## src/rtl/efb_pkg.sv

```systemverilog
package efb_pkg;
  localparam int STATUS_W   = 16;
  localparam int ST_SYNC    = 0;
  localparam int ST_FE_ERR  = 1;
  localparam int ST_PHYS    = 2;
  localparam int ST_TEST    = 3;
  localparam int ST_EMPTY   = 4;

  typedef enum logic [1:0] {
    MODE_LIVE   = 2'd0,
    MODE_FIXED  = 2'd1,
    MODE_LOADED = 2'd2
  } pay_mode_e;

  typedef enum logic [1:0] {
    WORD_HDR0 = 2'd0,
    WORD_HDR1 = 2'd1,
    WORD_PAY  = 2'd2
  } word_kind_e;

  typedef enum logic [2:0] {
    S_IDLE,
    S_IDS,
    S_HDR0,
    S_HDR1,
    S_PAY
  } fsm_e;
endpackage

```

## src/rtl/efb_id_check.sv

```systemverilog
module efb_id_check #(
  parameter int N_STREAMS = 3,
  parameter int DATA_W    = 32,
  parameter int SHORT_W   = 4,
  parameter int BCID_W    = 12
) (
  input  logic [N_STREAMS*DATA_W-1:0] beat_data_i,
  input  logic [SHORT_W-1:0]          local_evt_i,
  input  logic [BCID_W-1:0]           local_bcid_i,
  output logic [N_STREAMS-1:0]        match_o
);
  for (genvar k = 0; k < N_STREAMS; k++) begin : g_cmp
    logic [DATA_W-1:0]  word;
    logic [BCID_W-1:0]  fe_bcid;
    logic [SHORT_W-1:0] fe_evt;
    assign word     = beat_data_i[k*DATA_W +: DATA_W];
    assign fe_bcid  = word[BCID_W-1:0];
    assign fe_evt   = word[BCID_W +: SHORT_W];
    assign match_o[k] = (fe_bcid == local_bcid_i) && (fe_evt == local_evt_i);
  end
endmodule

```

## src/rtl/efb_stream_mux.sv

```systemverilog
module efb_stream_mux #(
  parameter int N_STREAMS = 3,
  parameter int DATA_W    = 32,
  localparam int IDX_W    = (N_STREAMS > 1) ? $clog2(N_STREAMS) : 1
) (
  input  logic                        en_i,
  input  logic [IDX_W-1:0]            idx_i,
  input  logic [N_STREAMS-1:0]        fe_valid_i,
  input  logic [N_STREAMS*DATA_W-1:0] fe_data_i,
  input  logic [N_STREAMS-1:0]        fe_last_i,
  output logic [N_STREAMS-1:0]        fe_ready_o,
  input  logic                        sel_ready_i,
  output logic                        sel_valid_o,
  output logic [DATA_W-1:0]           sel_data_o,
  output logic                        sel_last_o
);
  logic [N_STREAMS-1:0] hit;

  for (genvar k = 0; k < N_STREAMS; k++) begin : g_port
    assign hit[k]        = en_i && (idx_i == IDX_W'(k));
    assign fe_ready_o[k] = hit[k] && sel_ready_i;
  end

  always_comb begin
    sel_valid_o = 1'b0;
    sel_data_o  = '0;
    sel_last_o  = 1'b0;
    for (int k = 0; k < N_STREAMS; k++) begin
      if (hit[k]) begin
        sel_valid_o = fe_valid_i[k];
        sel_data_o  = fe_data_i[k*DATA_W +: DATA_W];
        sel_last_o  = fe_last_i[k];
      end
    end
  end
endmodule

```

## src/rtl/efb_word_fmt.sv

```systemverilog
module efb_word_fmt
  import efb_pkg::*;
#(
  parameter int          DATA_W        = 32,
  parameter int          EVT_W         = 24,
  parameter int          BCID_W        = 12,
  parameter logic [7:0]  MODULE_ID     = 8'h5C,
  parameter logic [31:0] FIXED_PATTERN = 32'hC0DE_5A5A,
  localparam int         MOD_W         = DATA_W - EVT_W,
  localparam int         PAD_W         = DATA_W - STATUS_W - BCID_W
) (
  input  word_kind_e           kind_i,
  input  pay_mode_e            mode_i,
  input  logic [EVT_W-1:0]     evt_i,
  input  logic [BCID_W-1:0]    bcid_i,
  input  logic [STATUS_W-1:0]  status_i,
  input  logic [DATA_W-1:0]    pay_i,
  input  logic [DATA_W-1:0]    pattern_i,
  output logic [DATA_W-1:0]    word_o
);
  logic [DATA_W-1:0] pay_word;

  always_comb begin
    case (mode_i)
      MODE_LIVE:  pay_word = pay_i;
      MODE_FIXED: pay_word = DATA_W'(FIXED_PATTERN);
      default:    pay_word = pattern_i;
    endcase
  end

  always_comb begin
    case (kind_i)
      WORD_HDR0: word_o = {MOD_W'(MODULE_ID), evt_i};
      WORD_HDR1: word_o = {status_i, {PAD_W{1'b0}}, bcid_i};
      default:   word_o = pay_word;
    endcase
  end
endmodule

```

## src/rtl/evt_frag_builder.sv

```systemverilog
module evt_frag_builder
  import efb_pkg::*;
#(
  parameter int          N_STREAMS     = 3,
  parameter int          DATA_W        = 32,
  parameter int          EVT_W         = 24,
  parameter int          BCID_W        = 12,
  parameter int          SHORT_W       = 4,
  parameter logic [7:0]  MODULE_ID     = 8'h5C,
  parameter logic [31:0] FIXED_PATTERN = 32'hC0DE_5A5A,
  localparam int         IDX_W         = (N_STREAMS > 1) ? $clog2(N_STREAMS) : 1
) (
  input  logic                        clk_i,
  input  logic                        rst_ni,
  input  logic                        tag_valid_i,
  output logic                        tag_ready_o,
  input  logic [EVT_W-1:0]            tag_evt_i,
  input  logic [BCID_W-1:0]           tag_bcid_i,
  input  logic [N_STREAMS-1:0]        fe_valid_i,
  output logic [N_STREAMS-1:0]        fe_ready_o,
  input  logic [N_STREAMS*DATA_W-1:0] fe_data_i,
  input  logic [N_STREAMS-1:0]        fe_last_i,
  input  logic                        fe_reset_i,
  input  logic [1:0]                  test_mode_i,
  input  logic [DATA_W-1:0]           test_pattern_i,
  output logic                        out_valid_o,
  input  logic                        out_ready_i,
  output logic [DATA_W-1:0]           out_data_o,
  output logic                        out_sop_o,
  output logic                        out_eop_o
);
  localparam logic [IDX_W-1:0] LAST_IDX = IDX_W'(N_STREAMS - 1);

  fsm_e                 state_q;
  logic [IDX_W-1:0]     sidx_q;
  logic [EVT_W-1:0]     evt_q;
  logic [BCID_W-1:0]    bcid_q;
  pay_mode_e            mode_q;
  logic                 rst_ev_q;
  logic                 mism_q;
  logic                 sticky_q;
  logic [N_STREAMS-1:0] empty_q;

  logic                 mux_en, sel_ready, sel_valid, sel_last;
  logic [DATA_W-1:0]    sel_data;
  logic [N_STREAMS-1:0] match;
  logic                 cur_match;
  logic                 rest_live;
  logic                 hdr_only;
  logic [STATUS_W-1:0]  status;
  word_kind_e           kind;
  pay_mode_e            mode_in;

  efb_id_check #(
    .N_STREAMS(N_STREAMS), .DATA_W(DATA_W), .SHORT_W(SHORT_W), .BCID_W(BCID_W)
  ) u_id_check (
    .beat_data_i (fe_data_i),
    .local_evt_i (evt_q[SHORT_W-1:0]),
    .local_bcid_i(bcid_q),
    .match_o     (match)
  );

  efb_stream_mux #(
    .N_STREAMS(N_STREAMS), .DATA_W(DATA_W)
  ) u_mux (
    .en_i       (mux_en),
    .idx_i      (sidx_q),
    .fe_valid_i (fe_valid_i),
    .fe_data_i  (fe_data_i),
    .fe_last_i  (fe_last_i),
    .fe_ready_o (fe_ready_o),
    .sel_ready_i(sel_ready),
    .sel_valid_o(sel_valid),
    .sel_data_o (sel_data),
    .sel_last_o (sel_last)
  );

  efb_word_fmt #(
    .DATA_W(DATA_W), .EVT_W(EVT_W), .BCID_W(BCID_W),
    .MODULE_ID(MODULE_ID), .FIXED_PATTERN(FIXED_PATTERN)
  ) u_fmt (
    .kind_i   (kind),
    .mode_i   (mode_q),
    .evt_i    (evt_q),
    .bcid_i   (bcid_q),
    .status_i (status),
    .pay_i    (sel_data),
    .pattern_i(test_pattern_i),
    .word_o   (out_data_o)
  );

  always_comb begin
    cur_match = 1'b0;
    for (int k = 0; k < N_STREAMS; k++)
      if (sidx_q == IDX_W'(k)) cur_match = match[k];
  end

  // any non-empty piece left beyond the current stream
  always_comb begin
    rest_live = 1'b0;
    for (int k = 0; k < N_STREAMS; k++)
      if (IDX_W'(k) > sidx_q && !empty_q[k]) rest_live = 1'b1;
  end

  assign hdr_only = &empty_q;

  always_comb begin
    status                = '0;
    status[ST_SYNC]       = !rst_ev_q && (mism_q || sticky_q);
    status[ST_FE_ERR]     = rst_ev_q;
    status[ST_PHYS]       = !rst_ev_q && (mode_q == MODE_LIVE);
    status[ST_TEST]       = !rst_ev_q && (mode_q != MODE_LIVE);
    status[ST_EMPTY]      = hdr_only;
  end

  always_comb begin
    case (test_mode_i)
      2'd0:    mode_in = MODE_LIVE;
      2'd1:    mode_in = MODE_FIXED;
      default: mode_in = MODE_LOADED;
    endcase
  end

  always_comb begin
    mux_en      = 1'b0;
    sel_ready   = 1'b0;
    out_valid_o = 1'b0;
    out_sop_o   = 1'b0;
    out_eop_o   = 1'b0;
    kind        = WORD_PAY;
    tag_ready_o = 1'b0;
    case (state_q)
      S_IDLE: tag_ready_o = 1'b1;
      S_IDS: begin
        mux_en    = 1'b1;
        sel_ready = 1'b1;
      end
      S_HDR0: begin
        out_valid_o = 1'b1;
        out_sop_o   = 1'b1;
        kind        = WORD_HDR0;
      end
      S_HDR1: begin
        out_valid_o = 1'b1;
        out_eop_o   = hdr_only;
        kind        = WORD_HDR1;
      end
      S_PAY: begin
        mux_en      = 1'b1;
        sel_ready   = out_ready_i && !empty_q[sidx_q];
        out_valid_o = sel_valid && !empty_q[sidx_q];
        out_eop_o   = sel_last && !rest_live;
      end
      default: ;
    endcase
  end

  always_ff @(posedge clk_i or negedge rst_ni) begin
    if (!rst_ni) begin
      state_q  <= S_IDLE;
      sidx_q   <= '0;
      evt_q    <= '0;
      bcid_q   <= '0;
      mode_q   <= MODE_LIVE;
      rst_ev_q <= 1'b0;
      mism_q   <= 1'b0;
      empty_q  <= '0;
    end else begin
      case (state_q)
        S_IDLE: if (tag_valid_i) begin
          evt_q    <= tag_evt_i;
          bcid_q   <= tag_bcid_i;
          mode_q   <= mode_in;
          rst_ev_q <= fe_reset_i;
          mism_q   <= 1'b0;
          sidx_q   <= '0;
          empty_q  <= fe_reset_i ? '1 : '0;
          state_q  <= fe_reset_i ? S_HDR0 : S_IDS;
        end
        S_IDS: if (sel_valid) begin
          if (!cur_match) mism_q <= 1'b1;
          empty_q[sidx_q] <= sel_last;
          if (sidx_q == LAST_IDX) begin
            sidx_q  <= '0;
            state_q <= S_HDR0;
          end else begin
            sidx_q <= sidx_q + 1'b1;
          end
        end
        S_HDR0: if (out_ready_i) state_q <= S_HDR1;
        S_HDR1: if (out_ready_i) state_q <= hdr_only ? S_IDLE : S_PAY;
        S_PAY: begin
          if (empty_q[sidx_q]) begin
            sidx_q <= sidx_q + 1'b1;
          end else if (sel_valid && out_ready_i && sel_last) begin
            if (rest_live) sidx_q <= sidx_q + 1'b1;
            else           state_q <= S_IDLE;
          end
        end
        default: state_q <= S_IDLE;
      endcase
    end
  end

  // sync error persists across events until the front end is reset
  always_ff @(posedge clk_i or negedge rst_ni) begin
    if (!rst_ni)                                       sticky_q <= 1'b0;
    else if (fe_reset_i)                               sticky_q <= 1'b0;
    else if (state_q == S_IDS && sel_valid && !cur_match) sticky_q <= 1'b1;
  end
endmodule

```

## config.mk

```make
export PLATFORM = sky130hd
export DESIGN_NAME = evt_frag_builder
export DESIGN_NICKNAME = d
export VERILOG_FILES = /design/src/rtl/efb_pkg.sv /design/src/rtl/efb_id_check.sv /design/src/rtl/efb_stream_mux.sv /design/src/rtl/efb_word_fmt.sv /design/src/rtl/evt_frag_builder.sv
export SDC_FILE = /design/constraint.sdc
export NUM_CORES = 1
export LEC_CHECK = 0
export BUFFER_PORTS_ARGS = -buffer_cell sky130_fd_sc_hd__buf_2
export CAP_MARGIN = 20
export CORE_ASPECT_RATIO = 1.25
export CORE_MARGIN = 1.5
export CORE_UTILIZATION = 47
export DETAILED_ROUTE_END_ITERATION = 10
export PLACE_DENSITY = 0.82
export SYNTH_ARGS = -nofsm -noshare
export SYNTH_HDL_FRONTEND = slang
export SYNTH_SLANG_ARGS = --single-unit
```

## constraint.sdc

```tcl
create_clock -name clk_i -period 2.4 [get_ports clk_i]
set_input_delay 0.24 -clock clk_i [delete_from_list [all_inputs] [get_ports clk_i]]
set_output_delay 0.24 -clock clk_i [all_outputs]
set_load 0.005 [all_outputs]
```

# Word-level counts from Yosys, hierarchy flattened
# Index checks and enable logic that the tools add are counted.
[totals] regBits=49 in_bits=177 output_inout_bits=39 elab_cells=147
[classes] n_addsub=1 order_cmp=5 n_eq_ne=26 mux=58 reduce_logical=48
[ops] cell="one-hot mux 32 bit (2 select lines)" count=2
[ops] cell="2-to-1 mux 32 bit" count=3
[ops] cell="== test 12 bit" count=3
[ops] cell="2-to-1 mux 3 bit" count=12
[ops] cell="logical AND 1 bit" count=23
[ops] cell="2-to-1 mux 1 bit" count=22
[ops] cell="!= test 2 bit (second input constant)" count=9
[ops] cell="one-hot mux 3 bit (5 select lines)" count=1
[ops] cell="2-to-1 mux 2 bit" count=7
[ops] cell="== test 4 bit" count=3
[ops] cell="== test 2 x 1 -> 1 bit (second input constant)" count=4
[ops] cell="zero test 2 bit" count=4
[ops] cell="one-hot mux 1 bit (2 select lines)" count=4
[ops] cell="one-hot mux 2 bit (2 select lines)" count=2
[ops] cell="AND reduction 8 bit" count=1
[ops] cell="zero test 1 bit" count=7
[ops] cell="== test 3 x 2 -> 1 bit (second input constant)" count=2
[ops] cell="!= test 3 bit (second input constant)" count=2
[ops] cell="one-hot mux 2 bit (3 select lines)" count=1
[ops] cell="one-hot mux 3 bit (2 select lines)" count=1
[ops] cell="AND reduction 3 bit" count=2
[ops] cell="nonzero test 2 bit" count=3
[ops] cell="AND reduction 5 bit" count=1
[ops] cell="greater-than comparator 1 x 2 -> 1 bit (first input constant)" count=2
[ops] cell="other kinds (16)" count=17

# Depth between registers and ports, before layout
[logic_depth] word_depth=12 ltp_mapped=10 depth_no_buf=7

# By module
# A second synthesis with hierarchy kept.
[hier_totals] hier_cells=526 area_unflattened_um2=4852.2
[modules_own_cells] mod="evt_frag_builder" n_inst=1 cells_each=177 area_per_inst_um2=2288.4 seq_area_each_um2=1226.2
[modules_own_cells] mod="efb_stream_mux" n_inst=1 cells_each=159 area_per_inst_um2=1151.1 seq_area_each_um2=0.0
[modules_own_cells] mod="efb_word_fmt" n_inst=1 cells_each=127 area_per_inst_um2=885.8 seq_area_each_um2=0.0
[modules_own_cells] mod="efb_id_check" n_inst=1 cells_each=63 area_per_inst_um2=526.8 seq_area_each_um2=0.0

# Worst setup path after synthesis
# OpenSTA, ideal clock, no wires.
[synth_timing] kind="reg2reg" startpoint="register sidx_q[1]" endpoint="register sidx_q[0]" setup_ns=0.125 t_arrival_ns=1.949 required_ns=2.275 path_slack_ns=0.327 stages_incl_launch_ff=10 period_less_slack_ns=2.073 path_cell_list="dfrtp_1 > clkbuf_2 > inv_1 > ha_1 > nor2b_1 > buf_6 > a221oi_4 > o22ai_1 > nand4_1 > mux2_2"
[synth_via] elab_chain_len=9
[synth_rtl] item="start, declared" line_no="evt_frag_builder.sv:35" text="logic [IDX_W-1:0] sidx_q;"
[synth_rtl] item="start signal, assigned" line_no="evt_frag_builder.sv:187" text="sidx_q <= sidx_q + 1'b1;"
[synth_rtl] item="start signal, assigned" line_no="evt_frag_builder.sv:194" text="sidx_q <= sidx_q + 1'b1;"
[synth_rtl] item="start signal, assigned" line_no="evt_frag_builder.sv:196" text="if (rest_live) sidx_q <= sidx_q + 1'b1;"
[synth_rtl] item="zero test 2 bit" line_no="efb_stream_mux.sv:20" text="assign hit[k] = en_i && (idx_i == IDX_W'(k));"
[synth_rtl] item="logical AND 1 bit" line_no="efb_stream_mux.sv:20"
[synth_rtl] item="2-to-1 mux 1 bit (3 in series)" line_no="efb_stream_mux.sv:29" text="if (hit[k]) begin"
[synth_rtl] item="logical AND 1 bit (2 in series)" line_no="evt_frag_builder.sv:195" text="end else if (sel_valid && out_ready_i && sel_last) begin"
[synth_rtl] item="!= test 3 bit (no source line)"
[synth_rtl] item="AND reduction 5 bit (no source line)"
# Parallel ways exist; a longest one is shown, timed or not. The select of a mux whose other input is x is not followed.
# A chain may end at the register's enable or synchronous reset.

# Worst setup path in the final report
[layout_timing] startpoint="register sidx_q[1]" endpoint="output port out_data_o[30]"
[layout_via] elab_chain_len=7
[layout_rtl] item="zero test 2 bit" line_no="efb_stream_mux.sv:20"
[layout_rtl] item="logical AND 1 bit" line_no="efb_stream_mux.sv:20"
[layout_rtl] item="2-to-1 mux 32 bit (2 in series)" line_no="efb_stream_mux.sv:29"
[layout_rtl] item="2-to-1 mux 32 bit *" line_no="efb_stream_mux.sv:29"
[layout_rtl] item="one-hot mux 32 bit (2 select lines) *" line_no="efb_word_fmt.sv:24" text="case (mode_i)"
[layout_rtl] item="one-hot mux 32 bit (2 select lines) *" line_no="efb_word_fmt.sv:32" text="case (kind_i)"
[layout_rtl] item="end, declared" line_no="evt_frag_builder.sv:28" text="output logic [DATA_W-1:0] out_data_o,"
# Every way passes the cells marked *; elsewhere a longest branch is shown, timed or not.

==> results.cfg <==
[outcome]
status = complete, no violations

[floorplanning]
rows = 38
core_mm2 = 0.00875
die-area_mm2 = 0.00963
io_pins = 216
dieWidth_um = 88.1
start_util_pct = 48.6
die_y_um = 109

[clock_tree]
cts_sinks = 49
hold_buffers = 0
clk_pin_slew_ns = 0.09
clockBufferDepth = 2
cts-root-buf = clkbuf_8
clkLatencyLatePin_ns = 0.31
htreeDepth = 2
cts_buffers = 5
cts_tree = built

[detailed_routing]
via_per_inst = 6.13
via_count = 5015
wl_per_cell_um = 20.2
first_pass_iters = 5
drt_iter0_drc = 318
ant_nets = 0
drc_errors = 0
routed_wl_mm = 16.5

[timing]
finalCritPeriodShare_pct = 97.3
period_minus_slack_ns = 2.34
relSlewSlack_pct = 42.6
setup_viol = 0
timing.fmax_mhz = 428
hold_violations = 0
slew_violations = 0
rsz0062_at_grt = true
clock_skew_ns = 0.0113
worst_pin_slew_ns = 0.861

[logic_synthesis]
synthCells = 482
synth_top_area_share_pct = 28.8
muxShareOfSynthArea_pct = 11.7
ys_seq_elements = 49
syn_nets = 663
synthArstFlopShare_pct = 100
syn-mean-instance-area_um2 = 8.82
synthDistinctLibCells = 58
synth_adder_area_share_pct = 1.18
synth_top_family_by_area = compound AO/OA/AOI/OAI gates
yosys.area.top_type = dfrtp_1
netlist_area_mm2 = 0.00425
synthFlopType = dfrtp_1
synth_warnings = 0
synth.area.top_cells = dfrtp_1, mux2_2, xor2_1
synth-edff-count = 0
synth_xor_area_share_pct = 10.1
ys_seq_area_share_pct = 28.8
synth_compound_area_share_pct = 27.6
synthSimpleGateAreaFrac_pct = 15.4

[pwr]
p_per_area_mw_per_mm2 = 1300
irDropWorstVdd_uv = 653
power.leakage_nw = 2.60

[setup_path]
endpoint = out_data_o[30]
worstPathRequired_ns = 2.16
endpoint_kind = output port
crit_type = reg2out
cp-start-kind = flop
ff2ff_path_depth = 8
r2r_slack_ns = 0.29
r2r_start = sidx_q[1]
worstSetupStartpoint = sidx_q[1]
critPathArrivalTime_ns = 2.10
r2r-end = sidx_q[0]
crit_fanout = 39

[layout]
design_area_mm2 = 0.00574
nets = 878
diodes = 0
stdcell_count = 818
fillerInstances = 802
drive_gt1_share_pct = 44.8
syn2layout_area_growth_pct = 35.1

[global_route]
grt_use_total_pct = 34.2
grt.overflow.total = 0
grt_pass1_vias = 4933
antenna_found_initial = 0
grt_max_degree = 40
grt_first_pass_wirelength_mm = 24.9

[job]
max_cap_viol_count = 0

[place]
dpl-instance-area_mm2 = 0.00556
gp_congestion = 0.954
numPortBuffers = 215
dp_cells = 808
dp_hpwl_mm = 13.0

[hold_path]
hp-class = in2async
==> worst min path at each step <==
stage                       from   endpoint  slack (ns)  cells past startpoint
final                     rst_ni  sidx_q[0]        0.03                      1
after floorplan           rst_ni  bcid_q[0]       -0.06                      0
after detailed placement  rst_ni  sidx_q[0]        0.39                      1
after global routing      rst_ni   sticky_q        0.08                      1
after CTS                 rst_ni  sidx_q[0]        0.05                      1
after global placement    rst_ni  sidx_q[0]        0.38                      1
==> flip-flops by register name, indices dropped and copies added (netlist names) <==
register	count
bcid_q	12
empty_q	3
evt_q	24
mism_q	1
mode_q	2
rst_ev_q	1
sidx_q	2
state_q	3
sticky_q	1
==> synthesized netlist by cell type (all sizes together), types with 2 or more instances <==
library cell and n:
o221ai 12, o211ai 13, o41ai 2, xor2 35, nand2b 5, nand3 9, ha 4, o21ai 35
a21oi 22, a221o 13, a211o 2, or2 2, and2 9, o32ai 2, o31ai 3, a221oi 16
nor2 10, a22oi 9, a211oi 7, dfrtp 49, o22ai 3, nand2 41, a32oi 2, nand3b 3
mux2i 9, a32o 2, nor4 9, buf 17, clkbuf 22, nor3 16, a311oi 2, mux2 36
nor2b 12, nand4 4, xnor2 14, and3 3, a31oi 11, inv 9
==> metal layers <==
| layer | wire length, µm | vias up | part of all wire, % | track usage [%] |
|---|---|---|---|---|
| met5 | 0 | - | 0 | 0 |
| met4 | 793 | 0 | 4.8 | 18.5 |
| met3 | 1180 | 60 | 7.1 | 4.88 |
| met2 | 8400 | 294 | 51 | 59.4 |
| met1 | 6110 | 2398 | 37 | 40.4 |
| li1 | - | 2263 | - | - |
==> power by group <==
part | internal, W | switching (W) | leakage, nW
clock network | 0.000207 | 0.000290 | 0.0385
registers | 0.00124 | 0.000506 | 0.590
logic | 0.00244 | 0.00281 | 1.97
==> critical path, stage by stage (launching register included) <==
cell and delay [ns]:
dfrtp_1 0.40, inv_2 0.10, ha_2 0.24, buf_12 0.23, a221oi_1 0.13, a221oi_1 0.33
o22ai_1 0.14, o21ai_0 0.08, buf_2 0.14
==> cell type report <==
type,instances,area [µm²],share of cell area (%)
Clock buffer,7,76.3,1.33
Timing Repair Buffer,247,1370,23.8
Clock inverter,1,7.51,0.131
Tap cell,120,150,2.61
Sequential cell,49,1230,21.4
Multi-Input combinational cell,384,2880,50.1
Inverter,10,37.5,0.653
==> layout by cell type (no fill, tap or decap), types with 10 or more instances in the layout <==
master,n
o211ai_1,13
a21oi_1,20
xnor2_1,14
buf_4,26
o21ai_1,10
a31oi_1,11
dfrtp_1,47
o21ai_0,24
nor3_1,15
mux2_2,34
xor2_1,35
a221o_1,13
buf_2,215
nor2b_1,11
o221ai_1,12
a221oi_1,14
nand2_1,40
==> metrics by stage <==
stage | total power (W) | setup TNS (ns) | util [%] | hold slack (ns) | setup slack [ns]
detailed placement | 0.00673 | 0 | 63.5 | 0.391 | 0.165
global placement | 0.00663 | 0 | 63.5 | 0.381 | 0.261
floorplan | 0.00484 | 0 | - | -0.0556 | 0.327
CTS | 0.00730 | 0 | 64.8 | 0.0484 | 0.00164
global route | 0.00805 | -0.253 | 65.7 | 0.0803 | -0.0458
finish | 0.00750 | 0 | 65.7 | 0.0283 | 0.0643
==> cells by family after synthesis <==
family                   Yosys count
AO/OA/AOI/OAI                    161
XOR/XNOR                          49
adder cells (fa/ha/maj)            4
buffers and inverters             49
flip-flops                        49
multiplexers                      45
AND/OR/NAND/NOR                  125
==> what timing repair did <==
item | in CTS | in global routing
gates resized for setup | 7 | 25
setup endpoints to repair | 28 | 34
pin swaps | 0 | 4
buffers inserted | 1 | 1
cloned | 0 | 0
Power figures use the tool's default switching activity.
